### config.mk
export PLATFORM = sky130hd
export DESIGN_NAME = i2c_cond_gen
export DESIGN_NICKNAME = d
export VERILOG_FILES = /design/src/rtl/i2c_cond_pkg.sv /design/src/rtl/i2c_cond_ctrl.sv /design/src/rtl/i2c_cond_dp.sv /design/src/rtl/i2c_cond_gen.sv
export SDC_FILE = /design/constraint.sdc
export NUM_CORES = 1
export LEC_CHECK = 0
export CORE_AREA = 2 2 55 69
export CTS_BUF_LIST = sky130_fd_sc_hd__clkbuf_8 sky130_fd_sc_hd__clkbuf_16
export CTS_CLUSTER_DIAMETER = 200
export DETAILED_ROUTE_END_ITERATION = 8
export DIE_AREA = 0 0 57 71
export PLACE_DENSITY = 0.69
export RECOVER_POWER = 100
export SLEW_MARGIN = 20
export SYNTH_ARGS = -nofsm -noshare
export SYNTH_HDL_FRONTEND = slang
export SYNTH_SLANG_ARGS = --single-unit
### constraint.sdc
create_clock -name clk -period 3.4 [get_ports clk]
set_input_delay 0.68 -clock clk [delete_from_list [all_inputs] [get_ports clk]]
set_output_delay 0.68 -clock clk [all_outputs]
set_load 0.03 [all_outputs]
### src/rtl/i2c_cond_pkg.sv
package i2c_cond_pkg;

  typedef enum logic [1:0] {
    COND_START   = 2'd0,
    COND_RESTART = 2'd1,
    COND_STOP    = 2'd2
  } condKind_e;

  localparam logic [1:0] SEL_SHIFT = 2'b00;
  localparam logic [1:0] SEL_GEN   = 2'b01;
  localparam logic [1:0] SEL_LOW   = 2'b10;
  localparam logic [1:0] SEL_OPEN  = 2'b11;

  // control-to-datapath strobes
  typedef struct packed {
    logic      load;
    condKind_e kind;
    logic [1:0] step;
  } genStrobe_t;

  // returns {scl, sda}; 1 = released
  function automatic logic [1:0] stepLevels(condKind_e k, logic [1:0] s);
    logic [1:0] lv;
    lv = 2'b11;
    case (k)
      COND_START:   lv = 2'b10;
      COND_RESTART: lv = (s == 2'd0) ? 2'b01 : (s == 2'd1) ? 2'b11 : 2'b10;
      COND_STOP:    lv = (s == 2'd0) ? 2'b10 : 2'b11;
      default:      lv = 2'b11;
    endcase
    return lv;
  endfunction

  function automatic logic [1:0] lastStep(condKind_e k);
    logic [1:0] n;
    case (k)
      COND_RESTART: n = 2'd2;
      COND_STOP:    n = 2'd1;
      default:      n = 2'd0;
    endcase
    return n;
  endfunction

endpackage

### src/rtl/i2c_cond_ctrl.sv
module i2c_cond_ctrl
  import i2c_cond_pkg::*;
#(
  parameter int CNT_W = 8
) (
  input  logic             clk,
  input  logic             rst,
  input  logic [CNT_W-1:0] halfPeriod,
  input  logic             startWr,
  input  logic             restartWr,
  input  logic             stopWr,
  input  logic             flagClrWr,
  input  logic             i2cModeEn,
  input  logic             txEn,
  input  logic             selOk,
  output logic [2:0]       reqVec,
  output logic             doneFlag,
  output logic             busy,
  output genStrobe_t       strobe
);

  localparam logic [CNT_W-1:0] ONE = CNT_W'(1);

  condKind_e        kind;
  condKind_e        pick;
  logic [1:0]       step;
  logic [CNT_W-1:0] cnt;
  logic [CNT_W-1:0] effHalf;
  logic             stepEnd;
  logic             doneNow;
  logic             launch;
  logic [2:0]       doneMask;
  logic             flagClr;

  assign effHalf = (halfPeriod == '0) ? ONE : halfPeriod;
  assign stepEnd = busy && (cnt == effHalf - ONE);
  assign doneNow = stepEnd && (step == lastStep(kind));
  assign launch  = !busy && (reqVec != 3'b000) && selOk;
  assign flagClr = flagClrWr || !i2cModeEn || !txEn;

  always_comb begin
    if (reqVec[0])      pick = COND_START;
    else if (reqVec[1]) pick = COND_RESTART;
    else                pick = COND_STOP;
  end

  always_comb begin
    doneMask = 3'b000;
    if (doneNow) begin
      case (kind)
        COND_START:   doneMask = 3'b001;
        COND_RESTART: doneMask = 3'b010;
        default:      doneMask = 3'b100;
      endcase
    end
  end

  always_comb begin
    strobe.load = launch || (stepEnd && !doneNow);
    strobe.kind = launch ? pick : kind;
    strobe.step = launch ? 2'd0 : step + 2'd1;
  end

  always_ff @(posedge clk) begin
    if (rst) begin
      reqVec   <= 3'b000;
      doneFlag <= 1'b0;
      busy     <= 1'b0;
      kind     <= COND_START;
      step     <= 2'd0;
      cnt      <= '0;
    end else begin
      reqVec <= (reqVec & ~doneMask) | {stopWr, restartWr, startWr};
      if (flagClr)      doneFlag <= 1'b0;
      else if (doneNow) doneFlag <= 1'b1;
      if (launch) begin
        busy <= 1'b1;
        kind <= pick;
        step <= 2'd0;
        cnt  <= '0;
      end else if (busy) begin
        if (doneNow) begin
          busy <= 1'b0;
        end else if (stepEnd) begin
          step <= step + 2'd1;
          cnt  <= '0;
        end else begin
          cnt <= cnt + ONE;
        end
      end
    end
  end

endmodule

### src/rtl/i2c_cond_dp.sv
module i2c_cond_dp
  import i2c_cond_pkg::*;
(
  input  logic       clk,
  input  logic       rst,
  input  genStrobe_t strobe,
  input  logic [1:0] sdaSel,
  input  logic [1:0] sclSel,
  input  logic       shiftSda,
  input  logic       shiftScl,
  output logic       sdaOe,
  output logic       sclOe,
  output logic       genSda,
  output logic       genScl
);

  localparam int LINES = 2;

  logic [LINES-1:0] lineOe;
  logic [1:0]       lineSel   [LINES];
  logic [LINES-1:0] shiftBit;
  logic [LINES-1:0] genBit;

  always_ff @(posedge clk) begin
    if (rst) begin
      genSda <= 1'b1;
      genScl <= 1'b1;
    end else if (strobe.load) begin
      {genScl, genSda} <= stepLevels(strobe.kind, strobe.step);
    end
  end

  assign lineSel[0] = sdaSel;
  assign lineSel[1] = sclSel;
  assign shiftBit   = {shiftScl, shiftSda};
  assign genBit     = {genScl, genSda};

  for (genvar i = 0; i < LINES; i++) begin : g_line
    always_comb begin
      case (lineSel[i])
        SEL_SHIFT: lineOe[i] = !shiftBit[i];
        SEL_GEN:   lineOe[i] = !genBit[i];
        SEL_LOW:   lineOe[i] = 1'b1;
        default:   lineOe[i] = 1'b0;
      endcase
      if (rst) lineOe[i] = 1'b0;
    end
  end

  assign sdaOe = lineOe[0];
  assign sclOe = lineOe[1];

endmodule

### src/rtl/i2c_cond_gen.sv
module i2c_cond_gen
  import i2c_cond_pkg::*;
#(
  parameter int CNT_W = 8
) (
  input  logic             clk,
  input  logic             rst,
  input  logic [CNT_W-1:0] halfPeriod,
  input  logic             startWr,
  input  logic             restartWr,
  input  logic             stopWr,
  input  logic             flagClrWr,
  input  logic             i2cModeEn,
  input  logic             txEn,
  input  logic             teIntEn,
  input  logic [1:0]       sdaSel,
  input  logic [1:0]       sclSel,
  input  logic             shiftSda,
  input  logic             shiftScl,
  output logic             sdaOe,
  output logic             sclOe,
  output logic             startReq,
  output logic             restartReq,
  output logic             stopReq,
  output logic             doneFlag,
  output logic             irq
);

  genStrobe_t strobe;
  logic [2:0] reqVec;
  logic       busy;
  logic       selOk;
  logic       genSda;
  logic       genScl;

  assign selOk = (sdaSel == SEL_GEN) && (sclSel == SEL_GEN);

  i2c_cond_ctrl #(.CNT_W(CNT_W)) u_ctrl (
    .clk(clk), .rst(rst), .halfPeriod(halfPeriod),
    .startWr(startWr), .restartWr(restartWr), .stopWr(stopWr),
    .flagClrWr(flagClrWr), .i2cModeEn(i2cModeEn), .txEn(txEn),
    .selOk(selOk), .reqVec(reqVec), .doneFlag(doneFlag),
    .busy(busy), .strobe(strobe)
  );

  i2c_cond_dp u_dp (
    .clk(clk), .rst(rst), .strobe(strobe),
    .sdaSel(sdaSel), .sclSel(sclSel),
    .shiftSda(shiftSda), .shiftScl(shiftScl),
    .sdaOe(sdaOe), .sclOe(sclOe),
    .genSda(genSda), .genScl(genScl)
  );

  assign startReq   = reqVec[0];
  assign restartReq = reqVec[1];
  assign stopReq    = reqVec[2];
  assign irq        = doneFlag && teIntEn;

endmodule

; Yosys cells after proc, flatten, opt, wreduce, memory -nomap -nowiden
; Cells that the tools add are included.
[op_classes]
n_eq_ne = 11
mux = 20
n_bitwise = 4
n_reduce_logical = 29
addsub = 3
[op_table]
columns = op, count
row1 = two-way mux 8 bit, 2
row2 = equality test 2 x 1 -> 1 bit (second input constant), 5
row3 = logical NOT 2 bit, 5
row4 = two-way mux 2 bit, 5
row5 = adder 8 x 1 -> 8 bit (second input constant), 1
row6 = equality test 2 bit (second input constant), 4
row7 = equality test 8 bit, 1
row8 = logical NOT 1 bit, 8
row9 = logical NOT 8 bit, 1
row10 = subtractor 8 x 1 -> 8 bit (second input constant), 1
row11 = logical AND 1 bit, 7
row12 = two-way mux 1 bit, 7
row13 = one-hot mux 1 bit (3 select lines), 2
row14 = one-hot mux 2 bit (3 select lines), 1
row15 = one-hot mux 3 bit (2 select lines), 1
row16 = one-hot mux 2 bit (2 select lines), 1
row17 = OR reduction 2 bit, 2
row18 = AND 3 bit, 1
row19 = logical OR 1 bit, 3
row20 = two-way mux 3 bit, 1
row21 = NOT 3 bit, 1
row22 = bitwise OR 3 bit, 1
row23 = AND reduction 3 bit, 1
row24 = nonzero test 3 bit, 1
row25 = 4 further kinds, 4
[word_totals]
in_bits = 23
out_inout_bits = 7
wordCells = 75
ff_bits = 19

; Longest topological paths before layout
; Gate-level depths: netlist (run 1).
[logic_depth]
word_depth = 10
ltp_mapped = 11
depth_no_buf = 10

; Modules after synthesis
; From an unflattened synthesis (run 1), not the netlist that was laid out.
[hier_totals]
hier_cells = 157
hier_area_um2 = 1238.7
[modules_own_cells]
columns = module, area_each_um2, seq_area_each_um2, instances, cells_per_inst
row1 = i2c_cond_ctrl, 1081.0, 340.3, 1, 134
row2 = i2c_cond_dp, 138.9, 40.0, 1, 21
row3 = i2c_cond_gen, 18.8, 0.0, 1, 2

; Worst setup path before layout (run 1)
; OpenSTA, ideal clock, no wires.
[synth_path]
path_kind = in2reg
startpoint = in halfPeriod[1]
endpoint = reg u_ctrl.step[1]
setup_ps = 71
arrival_ps = 3306
stages = 11
setup_slack_ps = 23
n_path_buf = 1
required_time_ps = 3329
path_cell_list = or4_1 -> nor2_1 -> nor2_1 -> ha_1 -> nand2b_1 -> a21boi_0 -> o311ai_1 -> a2111o_1 -> buf_6 -> or4_1 -> a21oi_1
[synth_between]
elab_chain_len = 8
[synth_lines]
columns = element, line
row1 = "start, declared", i2c_cond_gen.sv:8  ; input logic [CNT_W-1:0] halfPeriod,
row2 = logical NOT 8 bit, i2c_cond_ctrl.sv:35  ; assign effHalf = (halfPeriod == '0) ? ONE : halfPeriod;
row3 = two-way mux 8 bit *, i2c_cond_ctrl.sv:35
row4 = subtractor 8 x 1 -> 8 bit *, i2c_cond_ctrl.sv:36  ; assign stepEnd = busy && (cnt == effHalf - ONE);
row5 = equality test 8 bit *, i2c_cond_ctrl.sv:36
row6 = logical AND 1 bit *, i2c_cond_ctrl.sv:36
row7 = logical AND 1 bit, i2c_cond_ctrl.sv:37  ; assign doneNow = stepEnd && (step == lastStep(kind));
row8 = NOT 1 bit (no source line), --
row9 = AND reduction 3 bit (no source line) *, --
row10 = "end signal, assigned", i2c_cond_ctrl.sv:85  ; step <= step + 2'd1;
row11 = "end, declared", i2c_cond_ctrl.sv:26  ; logic [1:0] step;
; Every way passes the cells marked *; elsewhere a longest branch is shown, timed or not.
; A chain may end at the register's enable or synchronous reset.

; Worst setup path in the final report (run 1)
[layout_path]
startpoint = in halfPeriod[4]
endpoint = reg u_ctrl.cnt[4]
[layout_between]
elab_chain_len = 8
word_cells_on_any_way = 9
classes_between = 1 x add/sub / 1 x eq/ne / 2 x mux / 1 x bitwise / 4 x reduce/logical
[layout_lines]
columns = element, line
row1 = logical NOT 8 bit, i2c_cond_ctrl.sv:35
row2 = two-way mux 8 bit *, i2c_cond_ctrl.sv:35
row3 = subtractor 8 x 1 -> 8 bit *, i2c_cond_ctrl.sv:36
row4 = equality test 8 bit *, i2c_cond_ctrl.sv:36
row5 = logical AND 1 bit *, i2c_cond_ctrl.sv:36
row6 = logical AND 1 bit, i2c_cond_ctrl.sv:37
row7 = NOT 1 bit (no source line), --
row8 = AND reduction 2 bit (no source line), --
row9 = "end signal, assigned", i2c_cond_ctrl.sv:88  ; cnt <= cnt + ONE;
row10 = "end, declared", i2c_cond_ctrl.sv:27  ; logic [CNT_W-1:0] cnt;
; Marked as above.

==> run_results.csv, run 1 <==
group,metric,value,unit
run_status,status,"complete, no violations",
die,core_area,3420,um^2
power_and_ir_drop,vdd_ir_drop_max,0.253,mV
flow_run,cap_violations,0,
sta,min_period,3270,ps
logic_synthesis,synth_seq_cells,19,
sta,finalMaxSlewViolations,0,
global_routing,grt_pass1_wl,6580,um
worst_setup_path,worst-setup-path-type,"in -> reg",
sta,setup_violations,0,
placed_design,place_ws,-360,ps
worst_setup_path,worst-path-buf-inv,4,
detailed_routing,drc,0,
global_routing,antenna_found_initial,0,
global_routing,gr-total-overflow,0,
sta,fin_ws,135,ps
cts,numCtsBuffers,3,
placed_design,place_congestion,0.991,
worst_setup_path,cp.required,3550,ps
power_and_ir_drop,p_leak,0.835,nW
worst_setup_path,cp_slowest_cell,"or4_4",
detailed_routing,routedWlPerCell,14.2,um
die,io_pins,30,
worst_setup_path,crit_chain,"clkdlybuf4s50_1 -> or4_4 -> nor2_2 -> nor2_1 -> ha_2 -> buf_4 -> o21ai_1 -> nand3_1 -> buf_4 -> a2111oi_4 -> clkbuf_2 -> nor4_1 -> a211o_1",
sta,rsz0062_at_grt,"false",
layout,area_growth,40.1,%
sta,finalHoldViolations,0,
power_and_ir_drop,p_sw_frac,0.269,
logic_synthesis,syn_inst,182,
cts,ctsHoldBuffers,0,
power_and_ir_drop,switching_power,0.135,mW
logic_synthesis,ys_types,53,
sta,tightest_slew,572,ps
cts,clock_sinks,19,
cts,root_buffer,"clkbuf_8",
logic_synthesis,yosys_warnings,0,
power_and_ir_drop,p_int,0.366,mW
power_and_ir_drop,powerDensity,254,nW/um^2
cts,cts.htree.levels,1,
die,die_h,71,um
detailed_routing,final_antenna_net_count,0,
placed_design,portBuffers,29,
logic_synthesis,syn_nets,207,
die,dieArea,4050,um^2
logic_synthesis,synthSimpleGateAreaFrac,0.307,
die,num_rows,24,
detailed_routing,viasPerCell,5.82,
global_routing,grt_pass1_vias,1499,
detailed_routing,routed_wl,3830,um
sta,clock_skew,3.09,ps
detailed_routing,routed-via-count,1572,
detailed_routing,firstDrtPassIters,4,
power_and_ir_drop,p_total,0.501,mW
worst_setup_path,cpPeakStageDelay,430,ps
worst_setup_path,cp.arrival,3420,ps
logic_synthesis,avgSynthCellArea,7.73,um^2
die,start_util,0.411,
detailed_routing,drtIter0Drc,82,
placed_design,place_hpwl,2920,um
logic_synthesis,async_flop_share,0,
sta,slew_headroom,0.615,
logic_synthesis,synthAdderAreaFrac,0.0178,
logic_synthesis,synth_flop_cell,"dfxtp_1",
cts,cts_buffer_depth,2,
hold_path,hold_class,"reg -> reg",
cts,clk_pin_slew_worst_paths,70,ps
cts,tritoncts,"done",
logic_synthesis,synth_compound_area_frac,0.287,
layout,final_net_count,257,
worst_setup_path,cp_max_fo,7,
worst_setup_path,cpLargestDelayFamily,"buffers and inverters",
logic_synthesis,synth_top_family_by_area,"simple AND/OR/NAND/NOR gates",
global_routing,grt_max_degree,16,
logic_synthesis,synth_edf_count,0,
power_and_ir_drop,p_seq_frac,0.465,
logic_synthesis,syn_area,1410,um^2
power_and_ir_drop,combPwrFrac,0.222,
layout,drive_gt1_frac,0.169,
worst_setup_path,crit_path_end_kind,"flop",
logic_synthesis,synth_xor_area_frac,0.0560,
logic_synthesis,muxShareOfSynthArea,0,
logic_synthesis,ys_seq_area_frac,0.270,
power_and_ir_drop,p_clk_frac,0.313,
worst_setup_path,crit_path_start_kind,"input port",
layout,diodes,0,
worst_setup_path,path_common_cell,"buf_4",
sta,max_clock_freq,0.306,GHz
cts,clock_latency,260,ps
sta,post-route-period-util,0.960,
die,die_x,57,um
global_routing,grt.total_usage,0.201,
-- power groups by stage --
stage | Combinational, mW | Clock [mW] | Sequential (mW)
floorplan | 0.0448 | 0 | 0.240
global placement | 0.107 | 0 | 0.238
detailed placement | 0.109 | 0 | 0.238
CTS | 0.111 | 0.157 | 0.233
global route | 0.120 | 0.169 | 0.234
finish | 0.111 | 0.157 | 0.233
-- Yosys cell counts (4+ instances only) --
cell	number	area share
nor3_1	8	0.028
nor2b_1	4	0.018
nand2_1	7	0.019
nor2_1	17	0.045
a31oi_1	6	0.027
o21ai_0	12	0.043
nand2b_1	4	0.018
a21oi_1	12	0.043
nor4_1	6	0.027
xor2_1	4	0.025
dfxtp_1	19	0.27
inv_1	13	0.035
clkbuf_1	6	0.016
nand3_1	6	0.021
xnor2_1	5	0.031
a211o_1	5	0.031
-- final timing paths --
| kind | start | to | slack [ps] | cells after the start |
|---|---|---|---|---|
| max | halfPeriod[4] | u_ctrl.cnt[4]$_SDFFE_PP0P_ | 130 | 13 |
| min | u_ctrl.doneFlag$_SDFFE_PP0P_ | u_ctrl.doneFlag$_SDFFE_PP0P_ | 490 | 2 |
| max reg2reg | u_ctrl.cnt[0]$_SDFFE_PP0P_ | u_ctrl.cnt[4]$_SDFFE_PP0P_ | 1030 | 8 |
| min reg2reg | u_ctrl.doneFlag$_SDFFE_PP0P_ | u_ctrl.doneFlag$_SDFFE_PP0P_ | 490 | 2 |
-- cells in the final DEF (no fill, tap or decap), types with 3 or more instances in the layout --
cell type	count
nand2b_1	3
a31oi_1	6
inv_1	14
clkbuf_8	3
nor3_1	8
dfxtp_1	19
a211o_1	5
nor2b_1	4
xnor2_1	5
nand2_1	7
o21ai_0	11
nor2_1	16
dlygate4sd3_1	8
xor2_1	4
buf_4	19
nand3_1	6
nor4_1	6
clkdlybuf4s50_1	18
dlymetal6s2s_1	3
a21oi_1	11
-- through the flow --
| step | setup TNS [ps] | instance area (um^2) | util | hold WS, ps | instances |
|---|---|---|---|---|---|
| 3_5_place_dp | -4140 | 1870 | 0.545 | 482 | 263 |
| 2_1_floorplan | 0 | 1410 | - | 491 | 182 |
| 4_1_cts | 0 | 1950 | 0.570 | 498 | 270 |
| 5_1_grt | 0 | 1970 | 0.576 | 519 | 270 |
| 6_report | 0 | 1970 | 0.576 | 488 | 270 |
| 3_3_place_gp | -2990 | 1870 | 0.545 | 494 | 263 |
-- worst register-to-register path, stage by stage, from the launching register on --
cell       delay [ps]
dfxtp_1           460
nor2_1            120
a222oi_1          390
o311ai_2          180
clkbuf_1          160
a2111oi_4         380
clkbuf_2          270
nor4_1             80
a211o_1           230
-- what timing repair did --
| item | in CTS | in global routing |
|---|---|---|
| buffers inserted | 2 | 0 |
| cloned | 1 | 0 |
| gates resized for setup | 6 | 11 |
| pin swaps | 6 | 11 |
| endpoints found under the setup margin | 8 | 14 |
-- sequential cells by signal, indices dropped and copies added, names as in the netlist --
signal	flops
u_ctrl.busy	1
u_ctrl.kind	2
u_ctrl.reqVec	3
u_ctrl.step	2
u_ctrl.doneFlag	1
u_dp.genSda	1
u_dp.genScl	1
u_ctrl.cnt	8
-- cells by family (layout without fill, tap and decap cells) --
family / after synthesis / in the layout
xor+xnor: 9 / 9
flops: 19 / 19
compound gates: 57 / 57
fa+ha+maj: 2 / 2
buf+inv: 21 / 70
simple gates: 74 / 74
-- final cells by class --
| type | instances | area, um^2 |
|---|---|---|
| timing repair buffer | 53 | 469 |
| sequential | 19 | 380 |
| fill | 329 | 1450 |
| inverter | 13 | 48.8 |
| multi-input combinational | 142 | 980 |
| clock buffer | 3 | 41.3 |
| clock inverter | 1 | 3.75 |
| tap | 39 | 48.8 |
-- per-layer routing --
| layer | vias to the layer above | wire length [um] | global-route usage |
|---|---|---|---|
| met2 | 37 | 1970 | 0.336 |
| met4 | 0 | 118 | 0.0982 |
| li1 | 786 | - | - |
| met5 | - | 0 | 0 |
| met3 | 13 | 130 | 0.0183 |
| met1 | 736 | 1610 | 0.256 |
(Power assumes the default switching activity.)
==> run 2: changes to the inputs <==
- CTS_CLUSTER_SIZE: not set -> 12
==> results of run 2 <==
No change in the layout: final DEF, timing and power equal those of run 1.
==> run 3: changes to the inputs <==
==> constraint.sdc (replaced) <==
create_clock -name clk -period 3.4 [get_ports clk]
set_input_delay 0.85 -clock clk [delete_from_list [all_inputs] [get_ports clk]]
set_output_delay 0.85 -clock clk [all_outputs]
set_load 0.03 [all_outputs]
==> run 3 against run 2 <==
Net effect:
- die area unchanged
- first-iteration DRC count decreased by 32%
- power increased by 0.79%
- non-clock buffer count increased by 3
- largest cell class unchanged
- critical endpoint unchanged
- global-route usage increased by 0.62 points
==> run_results.csv, run 3 (synthesis gave the netlist of run 1 again) <==
group,metric,value,unit
layout,drive_gt1_frac,0.214,
sta,post-route-period-util,0.977,
worst_setup_path,worst-path-buf-inv,3,
detailed_routing,viasPerCell,5.88,
global_routing,gr-total-overflow,0,
sta,fin_ws,76.8,ps
die,die_x,57,um
layout,regMostFlops,"u_ctrl.cnt",
die,die_h,71,um
worst_setup_path,cp.required,3550,ps
detailed_routing,firstDrtPassIters,4,
layout,final_util,0.592,
global_routing,grt_max_degree,16,
placed_design,place_ws,-432,ps
worst_setup_path,worst-setup-path-type,"in -> reg",
global_routing,grt_pass1_vias,1574,
sta,clock_skew,4.16,ps
cts,clk_pin_slew_worst_paths,70,ps
worst_setup_path,cp_slowest_cell,"a2111oi_4",
worst_setup_path,cpLargestDelayFamily,"compound AO/OA/AOI/OAI gates",
detailed_routing,routed_wl,4160,um
layout,area_growth,43.9,%
layout,most-common-layout-cells,"buf_4 (22), dfxtp_1 (19), clkdlybuf4s50_1 (16), nor2_1 (15), inv_1 (14)",
sta,tightest_slew,685,ps
worst_setup_path,crit_chain,"dlygate4sd2_1 -> or3_4 -> nor2_2 -> nor2_1 -> ha_2 -> xnor2_1 -> a21oi_1 -> o2111ai_2 -> buf_4 -> a2111oi_4 -> buf_6 -> nor4_4 -> a211o_1",
die,start_util,0.411,
sta,setup_violations,0,
hold_path,hold_class,"reg -> reg",
layout,final_net_count,260,
layout,multi_input_area,1030,um^2
run_status,status,"complete, no violations",
layout,layout_commonest_cell,"buf_4",
detailed_routing,routedWlPerCell,15.2,um
flow_run,cap_violations,0,
layout,fillers,309,
cts,clock_latency,260,ps
power_and_ir_drop,vdd_ir_drop_max,0.237,mV
worst_setup_path,crit_path_start_kind,"input port",
sta,finalMaxSlewViolations,0,
power_and_ir_drop,p_total,0.505,mW
sta,finalHoldViolations,0,
sta,min_period,3320,ps
die,num_rows,24,
worst_setup_path,cp.arrival,3470,ps
cts,numCtsBuffers,3,
detailed_routing,drtIter0Drc,56,
detailed_routing,final_antenna_net_count,0,
detailed_routing,routed-via-count,1606,
power_and_ir_drop,p_leak,0.827,nW
placed_design,place_hpwl,2980,um
worst_setup_path,cp_max_fo,7,
detailed_routing,drc,0,
die,io_pins,30,
die,core_area,3420,um^2
power_and_ir_drop,powerDensity,249,nW/um^2
cts,root_buffer,"clkbuf_8",
cts,cts.htree.levels,1,
cts,tritoncts,"done",
layout,top_regs,"u_ctrl.cnt x8, u_ctrl.reqVec x3",
layout,final-seq-area,380,um^2
placed_design,portBuffers,29,
global_routing,antenna_found_initial,0,
worst_setup_path,cpPeakStageDelay,400,ps
die,dieArea,4050,um^2
cts,cts_buffer_depth,2,
layout,diodes,0,
sta,max_clock_freq,0.301,GHz
cts,clock_sinks,19,
worst_setup_path,crit_path_end_kind,"flop",
global_routing,grt.total_usage,0.207,
placed_design,place_congestion,1.01,
cts,ctsHoldBuffers,0,
layout,largest_register_ffs,8,
global_routing,grt_pass1_wl,6820,um
sta,slew_headroom,0.538,
==> run 3: cell count changes in the layout (fill, tap and decap cells not counted), moves of 2 or more <==
| cell | delta |
|---|---|
| dlygate4sd3_1 | -2 |
| dlygate4sd2_1 | +3 |
| nor3_2 | +2 |
| clkbuf_2 | +2 |
| dlymetal6s2s_1 | -3 |
| clkdlybuf4s50_1 | -2 |
| buf_4 | +3 |
| nor3_1 | -2 |
==> run 3: per-layer routing <==
layer	GRT usage	vias to the layer above	part of all wire
met3	0.0219	12	0.045
met4	0.0853	0	0.028
li1	-	791	-
met2	0.369	52	0.53
met1	0.249	751	0.40
met5	0	-	0
==> run 3: final timing paths <==
| check | start | to | slack (ps) | depth (start not counted) |
|---|---|---|---|---|
| setup / recovery | halfPeriod[7] | u_ctrl.cnt[4]$_SDFFE_PP0P_ | 80 | 13 |
| hold reg to reg | u_ctrl.doneFlag$_SDFFE_PP0P_ | u_ctrl.doneFlag$_SDFFE_PP0P_ | 500 | 2 |
| setup reg to reg | u_ctrl.cnt[0]$_SDFFE_PP0P_ | u_ctrl.cnt[4]$_SDFFE_PP0P_ | 1010 | 8 |
| hold / removal | u_ctrl.doneFlag$_SDFFE_PP0P_ | u_ctrl.doneFlag$_SDFFE_PP0P_ | 500 | 2 |
==> run 3: where the power goes <==
part           total [mW]  switching, mW  internal [mW]
sequential          0.233        0.00671          0.227
clock               0.156         0.0756         0.0803
combinational       0.115         0.0565         0.0589
==> run 3: area by class of cell <==
| class | instances | area share |
|---|---|---|
| clock buffer | 3 | 0.0204 |
| clock inverter | 1 | 0.00185 |
| inverter | 13 | 0.0241 |
| multi-input combinational | 142 | 0.509 |
| sequential | 19 | 0.188 |
| tap | 39 | 0.0241 |
| timing repair buffer | 56 | 0.233 |
==> run 3: per-stage QoR <==
step / hold slack (ps) / std cells / area [um^2] / setup TNS [ps]
2_1_floorplan: 491 / 182 / 1430 / -56.5
3_3_place_gp: 477 / 261 / 1870 / -4090
3_5_place_dp: 488 / 261 / 1870 / -5290
4_1_cts: 507 / 270 / 1970 / 0
5_1_grt: 524 / 273 / 2030 / -226
6_report: 503 / 273 / 2030 / 0
==> run 3: tightest hold or removal path: stages (launching register included) <==
cell	delay (ps)
dfxtp_1	350
a21oi_1	50
nor2_1	70
==> run 3: repair_timing <==
item / 4_1_cts / 5_1_grt
resized for setup: 14 / 19
pin swaps: 12 / 9
endpoints found under the setup margin: 14 / 11
setup buffers: 5 / 2
gates cloned: 0 / 1
